File: src/rtl/sram_seq_pkg.sv
package sram_seq_pkg;

   typedef enum logic [1:0] {
      PH_IDLE  = 2'd0,
      PH_TURN  = 2'd1,
      PH_READ  = 2'd2,
      PH_WRITE = 2'd3
   } phase_e;

   function automatic int max3(input int a, input int b, input int c);
      int m;
      m = a;
      if (b > m) m = b;
      if (c > m) m = c;
      return m;
   endfunction

endpackage

File: src/rtl/sram_seq_timer.sv
module sram_seq_timer #(
   parameter int CNT_W = 2
) (
   input  logic             clk,
   input  logic             rst_n,
   input  logic             load,
   input  logic [CNT_W-1:0] load_val,
   output logic             last
);

   logic [CNT_W-1:0] cnt_q;

   always_ff @(posedge clk or negedge rst_n) begin
      if (!rst_n) begin
         cnt_q <= '0;
      end else if (load) begin
         cnt_q <= load_val;
      end else if (cnt_q != '0) begin
         cnt_q <= cnt_q - 1'b1;
      end
   end

   assign last = (cnt_q == '0);

endmodule

File: src/rtl/sram_seq_lane.sv
module sram_seq_lane #(
   parameter int LANE_W = 8
) (
   input  logic              clk,
   input  logic              rst_n,
   input  logic              accept,
   input  logic              mask_in,
   input  logic [LANE_W-1:0] wbyte_in,
   input  logic              active,
   input  logic              drive,
   input  logic              capture,
   input  logic [LANE_W-1:0] dq_in,
   output logic              lane_n,
   output logic [LANE_W-1:0] dq_out,
   output logic [LANE_W-1:0] rd_byte
);

   logic              en_q;
   logic [LANE_W-1:0] wb_q;

   always_ff @(posedge clk or negedge rst_n) begin
      if (!rst_n) begin
         en_q <= 1'b0;
         wb_q <= '0;
      end else if (accept) begin
         en_q <= mask_in;
         wb_q <= wbyte_in;
      end
   end

   always_ff @(posedge clk or negedge rst_n) begin
      if (!rst_n) begin
         rd_byte <= '0;
      end else if (capture) begin
         rd_byte <= en_q ? dq_in : '0;
      end
   end

   assign lane_n = !(active && en_q);
   assign dq_out = drive ? wb_q : '0;

endmodule

File: src/rtl/sram_seq_fsm.sv
module sram_seq_fsm
   import sram_seq_pkg::*;
#(
   parameter int ADDR_W = 20,
   parameter int RD_CYC = 2,
   parameter int WR_CYC = 2,
   parameter int TA_CYC = 1,
   parameter int CNT_W  = 2
) (
   input  logic              clk,
   input  logic              rst_n,
   input  logic              req_valid,
   input  logic              req_write,
   input  logic [ADDR_W-1:0] req_addr,
   output logic              req_ready,
   output logic              accept,
   input  logic              t_last,
   output logic              t_load,
   output logic [CNT_W-1:0]  t_val,
   output logic              capture,
   output logic              rd_valid,
   output logic              chip_active,
   output logic              wr_drive,
   output logic [ADDR_W-1:0] mem_addr,
   output logic              mem_sel_n,
   output logic              mem_sel_hi,
   output logic              mem_oe_n,
   output logic              mem_we_n,
   output logic              mem_dq_oe
);

   localparam logic [CNT_W-1:0] RD_LD = CNT_W'(RD_CYC - 1);
   localparam logic [CNT_W-1:0] WR_LD = CNT_W'(WR_CYC - 1);
   localparam logic [CNT_W-1:0] TA_LD = CNT_W'((TA_CYC > 0) ? TA_CYC - 1 : 0);
   localparam bit               USE_TA = (TA_CYC > 0);

   phase_e            ph_q, ph_d;
   logic [ADDR_W-1:0] addr_q;

   assign req_ready = (ph_q == PH_IDLE);
   assign accept    = req_valid && req_ready;
   assign capture   = (ph_q == PH_READ) && t_last;

   always_comb begin
      ph_d   = ph_q;
      t_load = 1'b0;
      t_val  = '0;
      unique case (ph_q)
         PH_IDLE: begin
            if (accept) begin
               t_load = 1'b1;
               if (!req_write) begin
                  ph_d  = PH_READ;
                  t_val = RD_LD;
               end else if (USE_TA && rd_valid) begin
                  ph_d  = PH_TURN;
                  t_val = TA_LD;
               end else begin
                  ph_d  = PH_WRITE;
                  t_val = WR_LD;
               end
            end
         end
         PH_TURN: begin
            if (t_last) begin
               ph_d   = PH_WRITE;
               t_load = 1'b1;
               t_val  = WR_LD;
            end
         end
         PH_READ: begin
            if (t_last) ph_d = PH_IDLE;
         end
         PH_WRITE: begin
            if (t_last) ph_d = PH_IDLE;
         end
         default: ph_d = PH_IDLE;
      endcase
   end

   always_ff @(posedge clk or negedge rst_n) begin
      if (!rst_n) begin
         ph_q     <= PH_IDLE;
         addr_q   <= '0;
         rd_valid <= 1'b0;
      end else begin
         ph_q     <= ph_d;
         rd_valid <= capture;
         if (accept) addr_q <= req_addr;
      end
   end

   assign chip_active = (ph_q != PH_IDLE);
   assign wr_drive    = (ph_q == PH_WRITE);
   assign mem_addr    = addr_q;
   assign mem_sel_n   = !chip_active;
   assign mem_sel_hi  = chip_active;
   assign mem_oe_n    = (ph_q != PH_READ);
   assign mem_we_n    = (ph_q != PH_WRITE);
   assign mem_dq_oe   = wr_drive;

   // once taken, the controller is busy in the next cycle
   assert_busy_after_accept_R2: assert property (@(posedge clk) disable iff (!rst_n)
      (req_valid && req_ready) |=> !req_ready);

   // a read request opens the output window in the next cycle
   assert_read_starts_R3: assert property (@(posedge clk) disable iff (!rst_n)
      (req_valid && req_ready && !req_write) |=> (!mem_oe_n && !mem_sel_n && mem_sel_hi && mem_we_n));

   // read strobe lasts a single cycle
   assert_rdvalid_pulse_R4: assert property (@(posedge clk) disable iff (!rst_n)
      rd_valid |=> !rd_valid);

   // the two strobes never overlap
   assert_oe_we_excl_R9: assert property (@(posedge clk) disable iff (!rst_n)
      !(!mem_oe_n && !mem_we_n));

   generate
      if (USE_TA) begin : g_ta_chk
         // write straight after a read starts with a quiet cycle
         assert_turnaround_R7: assert property (@(posedge clk) disable iff (!rst_n)
            (rd_valid && req_valid && req_ready && req_write) |=> (mem_we_n && mem_oe_n && !mem_dq_oe && !mem_sel_n));
      end else begin : g_no_ta_chk
         // with no turnaround, the pulse starts at once
         assert_no_turnaround_R7: assert property (@(posedge clk) disable iff (!rst_n)
            (req_valid && req_ready && req_write) |=> !mem_we_n);
      end
   endgenerate

endmodule

File: src/rtl/sram_seq_ctrl.sv
module sram_seq_ctrl
   import sram_seq_pkg::*;
#(
   parameter int ADDR_W = 20,
   parameter int DATA_W = 16,
   parameter int RD_CYC = 2,
   parameter int WR_CYC = 2,
   parameter int TA_CYC = 1
) (
   input  logic                clk,
   input  logic                rst_n,
   input  logic                req_valid,
   output logic                req_ready,
   input  logic                req_write,
   input  logic [ADDR_W-1:0]   req_addr,
   input  logic [DATA_W-1:0]   req_wdata,
   input  logic [DATA_W/8-1:0] req_bmask,
   output logic                rd_valid,
   output logic [DATA_W-1:0]   rd_data,
   output logic [ADDR_W-1:0]   mem_addr,
   output logic                mem_sel_n,
   output logic                mem_sel_hi,
   output logic                mem_oe_n,
   output logic                mem_we_n,
   output logic [DATA_W/8-1:0] mem_lane_n,
   output logic [DATA_W-1:0]   mem_dq_out,
   output logic                mem_dq_oe,
   input  logic [DATA_W-1:0]   mem_dq_in
);

   localparam int LANES  = DATA_W / 8;
   localparam int MAXC   = max3(RD_CYC, WR_CYC, TA_CYC);
   localparam int CNT_W  = (MAXC < 2) ? 1 : $clog2(MAXC);
   localparam int WRUN_W = $clog2(WR_CYC + 2);

   generate
      if (DATA_W % 8 != 0 || DATA_W < 8) begin : g_bad_width
         $error("sram_seq_ctrl: DATA_W must be a multiple of 8");
      end
      if (RD_CYC < 1 || WR_CYC < 1) begin : g_bad_cycles
         $error("sram_seq_ctrl: RD_CYC and WR_CYC must be at least 1");
      end
      if (TA_CYC < 0) begin : g_bad_ta
         $error("sram_seq_ctrl: TA_CYC must not be negative");
      end
   endgenerate

   logic             accept;
   logic             t_last;
   logic             t_load;
   logic [CNT_W-1:0] t_val;
   logic             capture;
   logic             chip_active;
   logic             wr_drive;

   sram_seq_fsm #(
      .ADDR_W (ADDR_W),
      .RD_CYC (RD_CYC),
      .WR_CYC (WR_CYC),
      .TA_CYC (TA_CYC),
      .CNT_W  (CNT_W)
   ) u_fsm (
      .clk         (clk),
      .rst_n       (rst_n),
      .req_valid   (req_valid),
      .req_write   (req_write),
      .req_addr    (req_addr),
      .req_ready   (req_ready),
      .accept      (accept),
      .t_last      (t_last),
      .t_load      (t_load),
      .t_val       (t_val),
      .capture     (capture),
      .rd_valid    (rd_valid),
      .chip_active (chip_active),
      .wr_drive    (wr_drive),
      .mem_addr    (mem_addr),
      .mem_sel_n   (mem_sel_n),
      .mem_sel_hi  (mem_sel_hi),
      .mem_oe_n    (mem_oe_n),
      .mem_we_n    (mem_we_n),
      .mem_dq_oe   (mem_dq_oe)
   );

   sram_seq_timer #(
      .CNT_W (CNT_W)
   ) u_timer (
      .clk      (clk),
      .rst_n    (rst_n),
      .load     (t_load),
      .load_val (t_val),
      .last     (t_last)
   );

   generate
      for (genvar g = 0; g < LANES; g++) begin : g_lane
         sram_seq_lane #(
            .LANE_W (8)
         ) u_lane (
            .clk      (clk),
            .rst_n    (rst_n),
            .accept   (accept),
            .mask_in  (req_bmask[g]),
            .wbyte_in (req_wdata[g*8 +: 8]),
            .active   (chip_active),
            .drive    (wr_drive),
            .capture  (capture),
            .dq_in    (mem_dq_in[g*8 +: 8]),
            .lane_n   (mem_lane_n[g]),
            .dq_out   (mem_dq_out[g*8 +: 8]),
            .rd_byte  (rd_data[g*8 +: 8])
         );
      end
   endgenerate

   // Width of the current write-enable low run, used by the pulse check
   logic [WRUN_W-1:0] we_run_q;
   always_ff @(posedge clk or negedge rst_n) begin
      if (!rst_n)         we_run_q <= '0;
      else if (!mem_we_n) we_run_q <= we_run_q + 1'b1;
      else                we_run_q <= '0;
   end

   // each write pulse lasts exactly WR_CYC cycles
   assert_we_width_R6: assert property (@(posedge clk) disable iff (!rst_n)
      $rose(mem_we_n) |-> (we_run_q == WRUN_W'(WR_CYC)));

   // data drivers are on exactly while write enable is low
   assert_drive_with_we_R6: assert property (@(posedge clk) disable iff (!rst_n)
      mem_dq_oe == !mem_we_n);

   // never drive while the memory may be driving
   assert_no_contend_R9: assert property (@(posedge clk) disable iff (!rst_n)
      mem_dq_oe |-> mem_oe_n);

   // no lane strobe while the chip is deselected
   assert_lanes_idle_R1: assert property (@(posedge clk) disable iff (!rst_n)
      mem_sel_n |-> (&mem_lane_n));

endmodule

File: config.mk
export PLATFORM = sky130hd
export DESIGN_NAME = sram_seq_ctrl
export DESIGN_NICKNAME = d
export VERILOG_FILES = /design/src/rtl/sram_seq_pkg.sv /design/src/rtl/sram_seq_timer.sv /design/src/rtl/sram_seq_lane.sv /design/src/rtl/sram_seq_fsm.sv /design/src/rtl/sram_seq_ctrl.sv
export SDC_FILE = /design/constraint.sdc
export NUM_CORES = 1
export LEC_CHECK = 0
export BUFFER_PORTS_ARGS = -buffer_cell sky130_fd_sc_hd__buf_4
export CORE_MARGIN = 2
export CORE_UTILIZATION = 40
export CTS_BUF_LIST = sky130_fd_sc_hd__clkbuf_4 sky130_fd_sc_hd__clkbuf_8
export CTS_CLUSTER_SIZE = 40
export DETAILED_ROUTE_END_ITERATION = 8
export GPL_ROUTABILITY_DRIVEN = 0
export GPL_TIMING_DRIVEN = 0
export PLACE_DENSITY = 0.76
export SLEW_MARGIN = 20
export SYNTH_ARGS = -nofsm -noshare
export SYNTH_HDL_FRONTEND = slang
export SYNTH_HIERARCHICAL = 1
export SYNTH_SLANG_ARGS = --single-unit
File: constraint.sdc
create_clock -name clk -period 2.85 [get_ports clk]
set_input_delay 0 -clock clk [delete_from_list [all_inputs] [get_ports clk]]
set_output_delay 0 -clock clk [all_outputs]
set_load 0.05 [all_outputs]
==> flow_summary_export.csv, run 1 <==
group,metric,value,unit
sta,worst_slack,868.6,ps
synth,synth_top_family_by_area,"multiplexers",
synth,synth_compound_area_frac,0.04705,
route,drtIter0Drc,69,
floorplanning,fp.dieW,85.13,um
synth,synth_common_cells,"58 x dfrtp_1, 37 x mux2_4, 21 x inv_1, 18 x and2_1, 14 x nand3_1",
hold_path,holdPathStages,3,
route,via_per_inst,4.528,
placed_design,dp.cells,390,
route,wl_per_cell,14.53,um
route,wl_met1,2.746,mm
cts,cts_root_buf,"clkbuf_8",
critical_path,timing.rr.end,"g_lane[0].u_lane/rd_byte[3]$_DFFE_PN0P_",
cells_and_area,finalNonFillerCells,460,
sta,layout_min_cycle_time,1981,ps
synth,synth-seq-area-share,0.5513,
grt,antenna_found_initial,0,
synth,avgSynthCellArea,13.50,um2
floorplanning,num_rows,29,
cells_and_area,fin_util,0.6877,
hold_path,hp-start,"req_write",
synth,async_reset_ff_frac,1.000,
synth,yosysWarningCount,6,
critical_path,r2r_start,"u_fsm/ph_q[1]$_DFFE_PN0P_",
critical_path,cp.required,3030,ps
cells_and_area,final_area,4367,um2
placed_design,port_buffers,118,
synth,yosys_register_bits,58,
synth,synth_edf_count,0,
power,p_leak,2.169,nW
synth,syn_nets,253,
sta,whs,16.22,ps
critical_path,reg2regPathDepth,4,
critical_path,worst_ep_arrival_time,2170,ps
cts,numCtsBuffers,9,
sta,worst_pin_slew,1007,ps
critical_path,startpoint_type,"register",
grt,grt_max_degree,59,
cells_and_area,nNetsFinal,438,
critical_path,worst_setup_path_end_kind,"register",
synth,yosysMostFrequentCell,"dfrtp_1",
grt,grt_pass1_wl,11.12,mm
synth,yosysUniqueCellTypes,22,
floorplanning,core-area,6350,um2
route,first_pass_iters,4,
floorplanning,dieHeight,85.13,um
route,route.top_layer_used,"met4",
cts,clk_latency,320,ps
cts,postCtsResizedCells,0,
sta,setup_viol,0,
job,maxCapViolCount,0,
power,powerDensity,1218,nW/um2
sta,rsz0062_at_grt,"no",
hold_path,min_to,"u_fsm/ph_q[0]$_DFFE_PN0P_",
grt,grt_pass1_vias,2306,
grt,grt_use_total,0.1971,
cells_and_area,drive_gt1_frac,0.4987,
sta,fmax,0.5047,GHz
synth,synth_fa_ha_area_frac,0,
critical_path,r2r_setup_slack,870,ps
synth,yosysTopAreaCell,"dfrtp_1",
synth,syn-instance-count,195,
hold_path,min_path_type,"in -> reg",
power,ir_drop,0.0007145,V
cts,clock_sinks,58,
cts,cts_buffer_depth,2,
floorplanning,die-area,7246,um2
critical_path,worstSetupPathType,"reg -> reg",
synth,synth-simple-area-share,0.1050,
sta,tns,0,ps
route,wl_met3,412,um
sta,hold_viol_final,0,
cts,cts_tree,"built",
floorplanning,ios,119,
route,antenna_left,0,
cts,post-cts-setup-buffer-count,0,
synth,yosys.area_share.xor_xnor,0,
sta,slew_viol_final,0,
route,dr_wl_met2,3.511,mm
synth,synth-main-ff-cell,"dfrtp_1",
power,total_power,5.320,mW
critical_path,path_max_fanout,15,
run_status,outcome,"finished, final reports clean",
route,drt-total-wl,6.685,mm
sta,finalCritPeriodShare,0.6952,
floorplanning,initial_core_util,0.4146,
cts,clkTransAtPathRegs,60,ps
synth,muxShareOfSynthArea,0.2153,
placed_design,post-place-ws,848.7,ps
placed_design,dp_hpwl,4.016,mm
synth,synth_top_cells_by_area,"dfrtp_1 55%, mux2_4 21%, and2_1 4.3%",
route,route.detailed.drc,0,
cts,cts_max_level,3,
synth,synth_top_cell_area_share,0.5513,
placed_design,dpl_cell_area,3615,um2
route,via_count,2083,
cells_and_area,diodes,0,
sta,fin_skew,6.100,ps
cells_and_area,fill_cells,445,
sta,max-slew-margin-rel,0.3262,
grt,grt-ovfl-total,0,
cts,cts_hold_buf,56,
cells_and_area,syn_to_final_growth,65.87,%
synth,synth_area,2633,um2
==> placed cells by master, fill, tap and decap left out <==
cell type        n
buf_6            4
bufinv_16        1
o21ai_0         12
nor2_1           1
nand2_1          4
nand3_1         14
buf_12           2
mux2_4          37
buf_4          121
mux2_2           1
clkinv_2         2
nor2_2           1
o21ai_2          4
and2_1          18
clkbuf_8        13
inv_1           21
o211ai_1         1
or2b_1           1
nand3_2          4
dlygate4sd3_1   56
and2_4           1
dfrtp_1         58
nand2b_1         2
a21oi_1          3
a31oi_1          1
==> flip-flops by register name, summed over array words and instances, names as in the netlist <==
| name | flops |
|---|---|
| g_lane.u_lane/en_q | 2 |
| g_lane.u_lane/rd_byte | 16 |
| g_lane.u_lane/wb_q | 16 |
| u_fsm/mem_addr | 20 |
| u_fsm/ph_q | 2 |
| u_fsm/rd_valid | 1 |
| u_timer/cnt_q | 1 |
==> logic make-up after synthesis <==
family / after synthesis
DFF: 58
AOI/OAI and AO/OA: 21
buffers and inverters: 32
muxes: 38
and+or+nand+nor: 46
==> worst max path at each step <==
stage / from / endpoint / slack, ps / cells after the start
5_1_grt: u_fsm/ph_q[1]$_DFFE_PN0P_ / g_lane[0].u_lane/rd_byte[3]$_DFFE_PN0P_ / 710 / 4
6_report: u_fsm/ph_q[1]$_DFFE_PN0P_ / g_lane[0].u_lane/rd_byte[3]$_DFFE_PN0P_ / 870 / 4
4_1_cts: u_fsm/ph_q[1]$_DFFE_PN0P_ / g_lane[0].u_lane/rd_byte[3]$_DFFE_PN0P_ / 810 / 4
3_3_place_gp: u_fsm/ph_q[1]$_DFFE_PN0P_ / g_lane[1].u_lane/rd_byte[0]$_DFFE_PN0P_ / 920 / 4
2_1_floorplan: u_fsm/ph_q[0]$_DFFE_PN0P_ / g_lane[0].u_lane/en_q$_DFFE_PN0P_ / 900 / 5
3_5_place_dp: u_fsm/ph_q[1]$_DFFE_PN0P_ / g_lane[1].u_lane/rd_byte[1]$_DFFE_PN0P_ / 850 / 4
==> layer usage <==
| layer | vias up | track usage |
|---|---|---|
| met2 | 68 | 0.3494 |
| li1 | 1009 | - |
| met1 | 1004 | 0.2375 |
| met4 | 0 | 0.04762 |
| met5 | - | 0 |
| met3 | 2 | 0.05447 |
==> final cells by class <==
| cell class | count | area, um2 | share of cell area |
|---|---|---|---|
| Clock buffer | 11 | 151.4 | 0.03467 |
| Inverter | 21 | 78.83 | 0.01805 |
| Sequential cell | 58 | 1451 | 0.3324 |
| Timing Repair Buffer | 174 | 1446 | 0.3312 |
| Tap cell | 77 | 96.34 | 0.02206 |
| Clock inverter | 3 | 40.04 | 0.009169 |
| Buffer | 11 | 135.1 | 0.03095 |
| Multi-Input combinational cell | 105 | 967.2 | 0.2215 |
==> power by group <==
group | switching, mW | internal (mW)
sequential | 0.224 | 1.21
combinational | 1.89 | 1.26
clock | 0.301 | 0.439
==> worst max-delay path, stage by stage (launching register included) <==
cell and delay (ps):
dfrtp_1 450, or2b_1 260, nor2_1 760, buf_6 250, o21ai_0 120
(Power assumes the default switching activity.)
==> run 2, diff against run 1 <==
PLACE_DENSITY = 0.79   (was 0.76)
clock period = 1.8 ns   (was 2.85 ns; I/O delays follow)
==> flow_summary_export.csv, run 2 (same netlist as run 1, synthesis figures left out) <==
group,metric,value,unit
floorplanning,initial_core_util,0.4146,
cells_and_area,diodes,0,
floorplanning,dieHeight,85.13,um
cts,cts_buffer_depth,2,
sta,finalCritPeriodShare,0.9194,
cts,cts_root_buf,"clkbuf_8",
cts,numCtsBuffers,9,
placed_design,port_buffers,118,
floorplanning,num_rows,29,
power,ir_drop,0.001267,V
sta,max-slew-margin-rel,0.5159,
critical_path,reg2regPathDepth,5,
route,via_per_inst,4.597,
critical_path,path_buf_inv,2,
sta,layout_min_cycle_time,1655,ps
critical_path,cpMaxStageDelayCell,"dfrtp_1",
sta,slew_viol_final,0,
placed_design,dp_hpwl,4.167,mm
grt,grt-ovfl-total,0,
sta,hold_viol_final,0,
critical_path,crit_start,"u_fsm/ph_q[0]$_DFFE_PN0P_",
critical_path,crit_path_end,"g_lane[0].u_lane/wb_q[0]$_DFFE_PN0P_",
critical_path,crit_cells,5,
sta,rsz0062_at_grt,"no",
floorplanning,ios,119,
hold_path,min_path_type,"in -> reg",
cells_and_area,fill_cells,425,
critical_path,cp.required,2000,ps
critical_path,timing.rr.end,"g_lane[0].u_lane/wb_q[0]$_DFFE_PN0P_",
route,wl_per_cell,14.67,um
grt,grt_pass1_wl,10.79,mm
cells_and_area,syn_to_final_growth,67.02,%
cts,clk_latency,320,ps
floorplanning,core-area,6350,um2
route,drtIter0Drc,55,
placed_design,post-place-ws,75.10,ps
run_status,outcome,"finished, final reports clean",
cts,clkTransAtPathRegs,60,ps
grt,antenna_found_initial,0,
floorplanning,die-area,7246,um2
critical_path,cp_slowest_stage_delay,460,ps
power,powerDensity,1936,nW/um2
critical_path,worstSetupPathType,"reg -> reg",
sta,worst_pin_slew,726.2,ps
critical_path,crit_chain,"nor2_4 -> and2_4 -> buf_12 -> buf_6 -> mux2_4",
critical_path,r2r_setup_slack,150,ps
critical_path,path_max_fanout,11,
sta,setup_viol,0,
cts,cts_max_level,3,
critical_path,startpoint_type,"register",
cts,clock_sinks,58,
cts,cts_tree,"built",
grt,grt_pass1_vias,2230,
critical_path,crit_family,"flip-flops",
grt,grt_max_degree,59,
critical_path,r2r_start,"u_fsm/ph_q[0]$_DFFE_PN0P_",
cells_and_area,largest_register_ffs,20,
floorplanning,fp.dieW,85.13,um
cells_and_area,nNetsFinal,438,
power,p_leak,2.172,nW
route,via_count,2124,
cells_and_area,drive_gt1_frac,0.5039,
sta,tns,0,ps
critical_path,worst_setup_path_end_kind,"register",
job,maxCapViolCount,0,
critical_path,worst_ep_arrival_time,1860,ps
route,antenna_left,0,
cells_and_area,final_common_cell,"buf_4",
cells_and_area,final_cell_mix,"121 x buf_4, 58 x dfrtp_1, 56 x dlygate4sd3_1, 37 x mux2_4, 21 x inv_1",
route,drt-total-wl,6.776,mm
route,route.detailed.drc,0,
route,first_pass_iters,4,
sta,worst_slack,145.1,ps
sta,fin_skew,7.242,ps
sta,fmax,0.6043,GHz
grt,grt_use_total,0.1928,
[run 2: cell types whose count changed in the layout (fill, tap and decap cells not counted)]
cell,previous run,this run
nor2_2,1,0
clkinvlp_4,0,2
nor2_4,0,2
clkinv_2,2,1
clkbuf_4,0,1
nor2_1,1,0
[run 2: how the worst min path moves through the flow]
stage	startpoint	to	slack, ps	cells after the start
3_3_place_gp	rst_n	u_fsm/mem_addr[1]$_DFFE_PN0P_	100	1
4_1_cts	req_write	u_fsm/ph_q[0]$_DFFE_PN0P_	6	3
3_5_place_dp	rst_n	u_fsm/mem_addr[8]$_DFFE_PN0P_	110	1
5_1_grt	req_write	u_fsm/ph_q[0]$_DFFE_PN0P_	30	3
2_1_floorplan	rst_n	g_lane[0].u_lane/en_q$_DFFE_PN0P_	-300	0
6_report	req_write	u_fsm/ph_q[0]$_DFFE_PN0P_	30	3
[run 2: power by group]
part | switching, mW | internal, mW
combinational | 2.99 | 2.01
clock | 0.488 | 0.728
sequential | 0.380 | 1.92
total | 3.86 | 4.65
[run 2: timing repair]
action | 4_1_cts | 5_1_grt
endpoints found under the hold margin | 113 | 0
buffers inserted | 0 | 0
hold buffers | 56 | 0
gates resized for setup | 0 | 1
endpoints found under the setup margin | 0 | 16
[run 2: area by class of cell]
class | count | area, um2 | area share
plain buffers | 11 | 135.1 | 0.03073
clock buffers | 12 | 158.9 | 0.03614
clock inverters | 4 | 50.05 | 0.01138
inverters | 21 | 78.83 | 0.01793
multi-input cells | 105 | 979.7 | 0.2228
flip-flops and latches | 58 | 1451 | 0.3301
well taps | 77 | 96.34 | 0.02191
repair buffers | 174 | 1446 | 0.3290
[run 2: through the flow]
step             util  total power, mW  area, um2  hold slack, ps  instances
2_1_floorplan       -            5.852       2640          -295.6        195
3_3_place_gp   0.5704            7.092       3622           103.9        390
3_5_place_dp   0.5704            7.185       3622           109.2        390
4_1_cts        0.6916            8.544       4392           6.105        462
5_1_grt        0.6924            8.921       4397           28.54        462
6_report       0.6924            8.511       4397           32.46        462
[run 2: layer usage]
| layer | track usage | wire [um] | up-vias |
|---|---|---|---|
| li1 | - | - | 1008 |
| met1 | 0.2211 | 2606 | 1042 |
| met2 | 0.3494 | 3714 | 69 |
| met3 | 0.04475 | 402 | 5 |
| met4 | 0.06926 | 53 | 0 |
| met5 | 0 | 0 | - |
[run 2: worst reg2reg max path: cells and delay by family (launching register included)]
| family | cells | cell delay, ps |
|---|---|---|
| multiplexers | 1 | 320 |
| buffers and inverters | 2 | 340 |
| AND/OR/NAND/NOR | 2 | 420 |
| flip-flops | 1 | 460 |
==> run 3, diff against run 2 <==
SYNTH_HIERARCHICAL = default   (was 1)
==> flow_summary_export.csv, run 3 <==
group,metric,value,unit
run_status,outcome,"finished, final reports clean",
cts,numCtsBuffers,9,
cts,cts_max_level,3,
synth,synth-seq-area-share,0.5653,
critical_path,crit_start,"u_fsm.ph_q[0]$_DFFE_PN0P_",
synth,yosysMostFrequentCell,"dfrtp_1",
floorplanning,dieHeight,84.12,um
route,antenna_left,0,
cells_and_area,fill_cells,474,
floorplanning,die-area,7075,um2
route,via_count,2104,
critical_path,reg2regPathDepth,4,
hold_path,holdPathStages,3,
synth,synth_top_cells_by_area,"dfrtp_1 57%, mux2_4 11%, mux2_2 7.9%",
critical_path,crit_chain,"or2_2 -> clkbuf_1 -> inv_1 -> buf_4 -> buf_4",
cts,cts_buffer_depth,2,
sta,finalCritPeriodShare,0.9337,
sta,hold_viol_final,0,
cts,cts_root_buf,"clkbuf_8",
sta,layout_min_cycle_time,1681,ps
sta,slew_viol_final,0,
grt,grt.met2_usage,0.3341,
critical_path,cpMostUsedCell,"buf_4",
critical_path,cpMaxStageDelayCell,"dfrtp_1",
sta,max-slew-margin-rel,0.5202,
route,via_per_inst,4.574,
power,intPower,4.426,mW
synth,yosys_register_bits,58,
power,switching_share,0.4680,
floorplanning,initial_core_util,0.4090,
critical_path,r2r_start,"u_fsm.ph_q[1]$_DFFE_PN0P_",
sta,tns,0,ps
grt,grt_pass1_vias,2297,
cts,cts_tree,"built",
placed_design,dp_hpwl,4.037,mm
sta,whs,93.43,ps
cells_and_area,final_cell_mix,"123 x buf_4, 58 x dfrtp_1, 57 x dlygate4sd3_1, 19 x inv_1, 19 x nand2_1",
critical_path,crit_path_end,"req_ready",
grt,grt.busiest_layer,"met2",
route,drt-total-wl,6.402,mm
critical_path,worst_ep_arrival_time,1680,ps
cts,clk_latency,320,ps
critical_path,startpoint_type,"register",
synth,syn_nets,251,
power,p_switching,3.893,mW
sta,setup_viol,0,
synth,synth-main-ff-cell,"dfrtp_1",
job,maxCapViolCount,0,
synth,synth_area,2567,um2
synth,yosysUniqueCellTypes,22,
grt,grt_use_met1,0.2227,
floorplanning,ios,119,
synth,synth_top_cell_area_share,0.5653,
power,powerDensity,1936,nW/um2
sta,worst_slack,119.3,ps
sta,rsz0062_at_grt,"no",
grt,grt_use_total,0.1923,
synth,syn-instance-count,193,
power,p_seq_frac,0.275,
synth,async_reset_ff_frac,1.000,
floorplanning,core-area,6277,um2
power,p_leak,2.168,nW
synth,synth_edf_count,0,
critical_path,cp_slowest_stage_delay,430,ps
critical_path,worstSetupPathType,"reg -> out",
grt,met3_usage,0.05440,
grt,grt-ovfl-total,0,
floorplanning,fp.dieW,84.12,um
synth,synth_common_cells,"58 x dfrtp_1, 19 x inv_1, 19 x nand2_1, 18 x mux2_2, 18 x mux2_4",
cells_and_area,largest_register_ffs,20,
critical_path,worst_setup_path_end_kind,"output pin",
critical_path,r2r_setup_slack,190,ps
placed_design,post-place-ws,269.7,ps
route,route.detailed.drc,0,
cts,clkTransAtPathRegs,60,ps
route,first_pass_iters,4,
cells_and_area,nNetsFinal,437,
route,drtIter0Drc,76,
power,total_power,8.319,mW
grt,antenna_found_initial,0,
floorplanning,num_rows,29,
sta,fin_skew,6.231,ps
critical_path,timing.rr.end,"u_fsm.ph_q[0]$_DFFE_PN0P_",
hold_path,min_path_type,"in -> reg",
power,clkPwrFrac,0.125,
critical_path,path_max_fanout,6,
power,comb_power_share,0.601,
synth,avgSynthCellArea,13.30,um2
placed_design,port_buffers,118,
cells_and_area,syn_to_final_growth,67.40,%
route,wl_per_cell,13.92,um
cells_and_area,diodes,0,
grt,grt_max_degree,59,
sta,fmax,0.5950,GHz
power,ir_drop,0.001340,V
sta,worst_pin_slew,719.7,ps
synth,yosysWarningCount,0,
grt,grt_pass1_wl,10.68,mm
cts,clock_sinks,58,
critical_path,cp.required,1800,ps
synth,yosysTopAreaCell,"dfrtp_1",
cells_and_area,final_common_cell,"buf_4",
cells_and_area,drive_gt1_frac,0.4856,
[run 3: changes by cell type in the layout (fill, tap and decap cells not counted), moves of 3 or more]
cell / change
a21oi_1: -3
and2_1: -17
and3_1: +16
clkbuf_2: +3
mux2_2: +17
mux2_4: -19
mux2i_1: +16
nand2_1: +15
nand3_1: -14
nand3_2: -4
o21ai_0: -11
o21ai_2: -4
[run 3: critical path, delay by kind of cell, from the launching register on]
kind                   cells  cell delay [ps]
buffers and inverters      4              620
DFF                        1              430
and+or+nand+nor            1              310
[run 3: timing repair]
item | 4_1_cts | 5_1_grt
resized for setup | 1 | 4
endpoints found under the hold margin | 114 | 0
hold buffers | 57 | 0
endpoints found under the setup margin | 7 | 2
buffers inserted | 0 | 0
[run 3: cell families after synthesis]
logic type,share of synthesized area
AOI/OAI and AO/OA,0.01267
and+or+nand+nor,0.08967
buffers and inverters,0.07700
muxes,0.2554
DFF,0.5653
[run 3: final cells by class]
cell class	instances	area, um2	share of cell area
tap	77	96.34	0.02242
buffer	16	130.1	0.03028
sequential	58	1451	0.3377
inverter	19	71.32	0.01659
clock inverter	3	15.01	0.003493
clock buffer	12	158.9	0.03697
multi-input combinational	100	918.4	0.2137
timing repair buffer	175	1456	0.3389
[run 3: metal layers]
layer  wire length, um  vias to the layer above
met4               130                        0
met5                 0                        -
met2              3343                       74
li1                  -                     1004
met1              2544                     1012
met3               383                       14
[run 3: worst min-delay path by stage]
stage | start | to | slack, ps
2_1_floorplan | rst_n | g_lane[0].u_lane.en_q$_DFFE_PN0N_ | -300
3_3_place_gp | rst_n | u_fsm.mem_addr[18]$_DFFE_PN0N_ | 110
3_5_place_dp | rst_n | u_fsm.mem_addr[17]$_DFFE_PN0N_ | 110
4_1_cts | req_valid | u_timer.cnt_q$_DFF_PN0_ | 90
5_1_grt | req_valid | u_timer.cnt_q$_DFF_PN0_ | 90
6_report | req_valid | u_timer.cnt_q$_DFF_PN0_ | 90
[run 3: power by group through the flow]
stage	combinational (mW)	clock [mW]	sequential [mW]
after floorplan	2.24	0	3.55
after global placement	4.82	0	2.27
after detailed placement	4.88	0	2.28
after CTS	5.00	1.09	2.27
after global routing	5.25	1.15	2.37
final	5.00	1.04	2.28
[run 3: through the flow]
step | util | instances | area [um2]
floorplan | - | 193 | 2567
global placement | 0.5655 | 388 | 3550
detailed placement | 0.5655 | 388 | 3550
CTS | 0.6843 | 460 | 4295
global route | 0.6847 | 460 | 4298
finish | 0.6847 | 460 | 4298
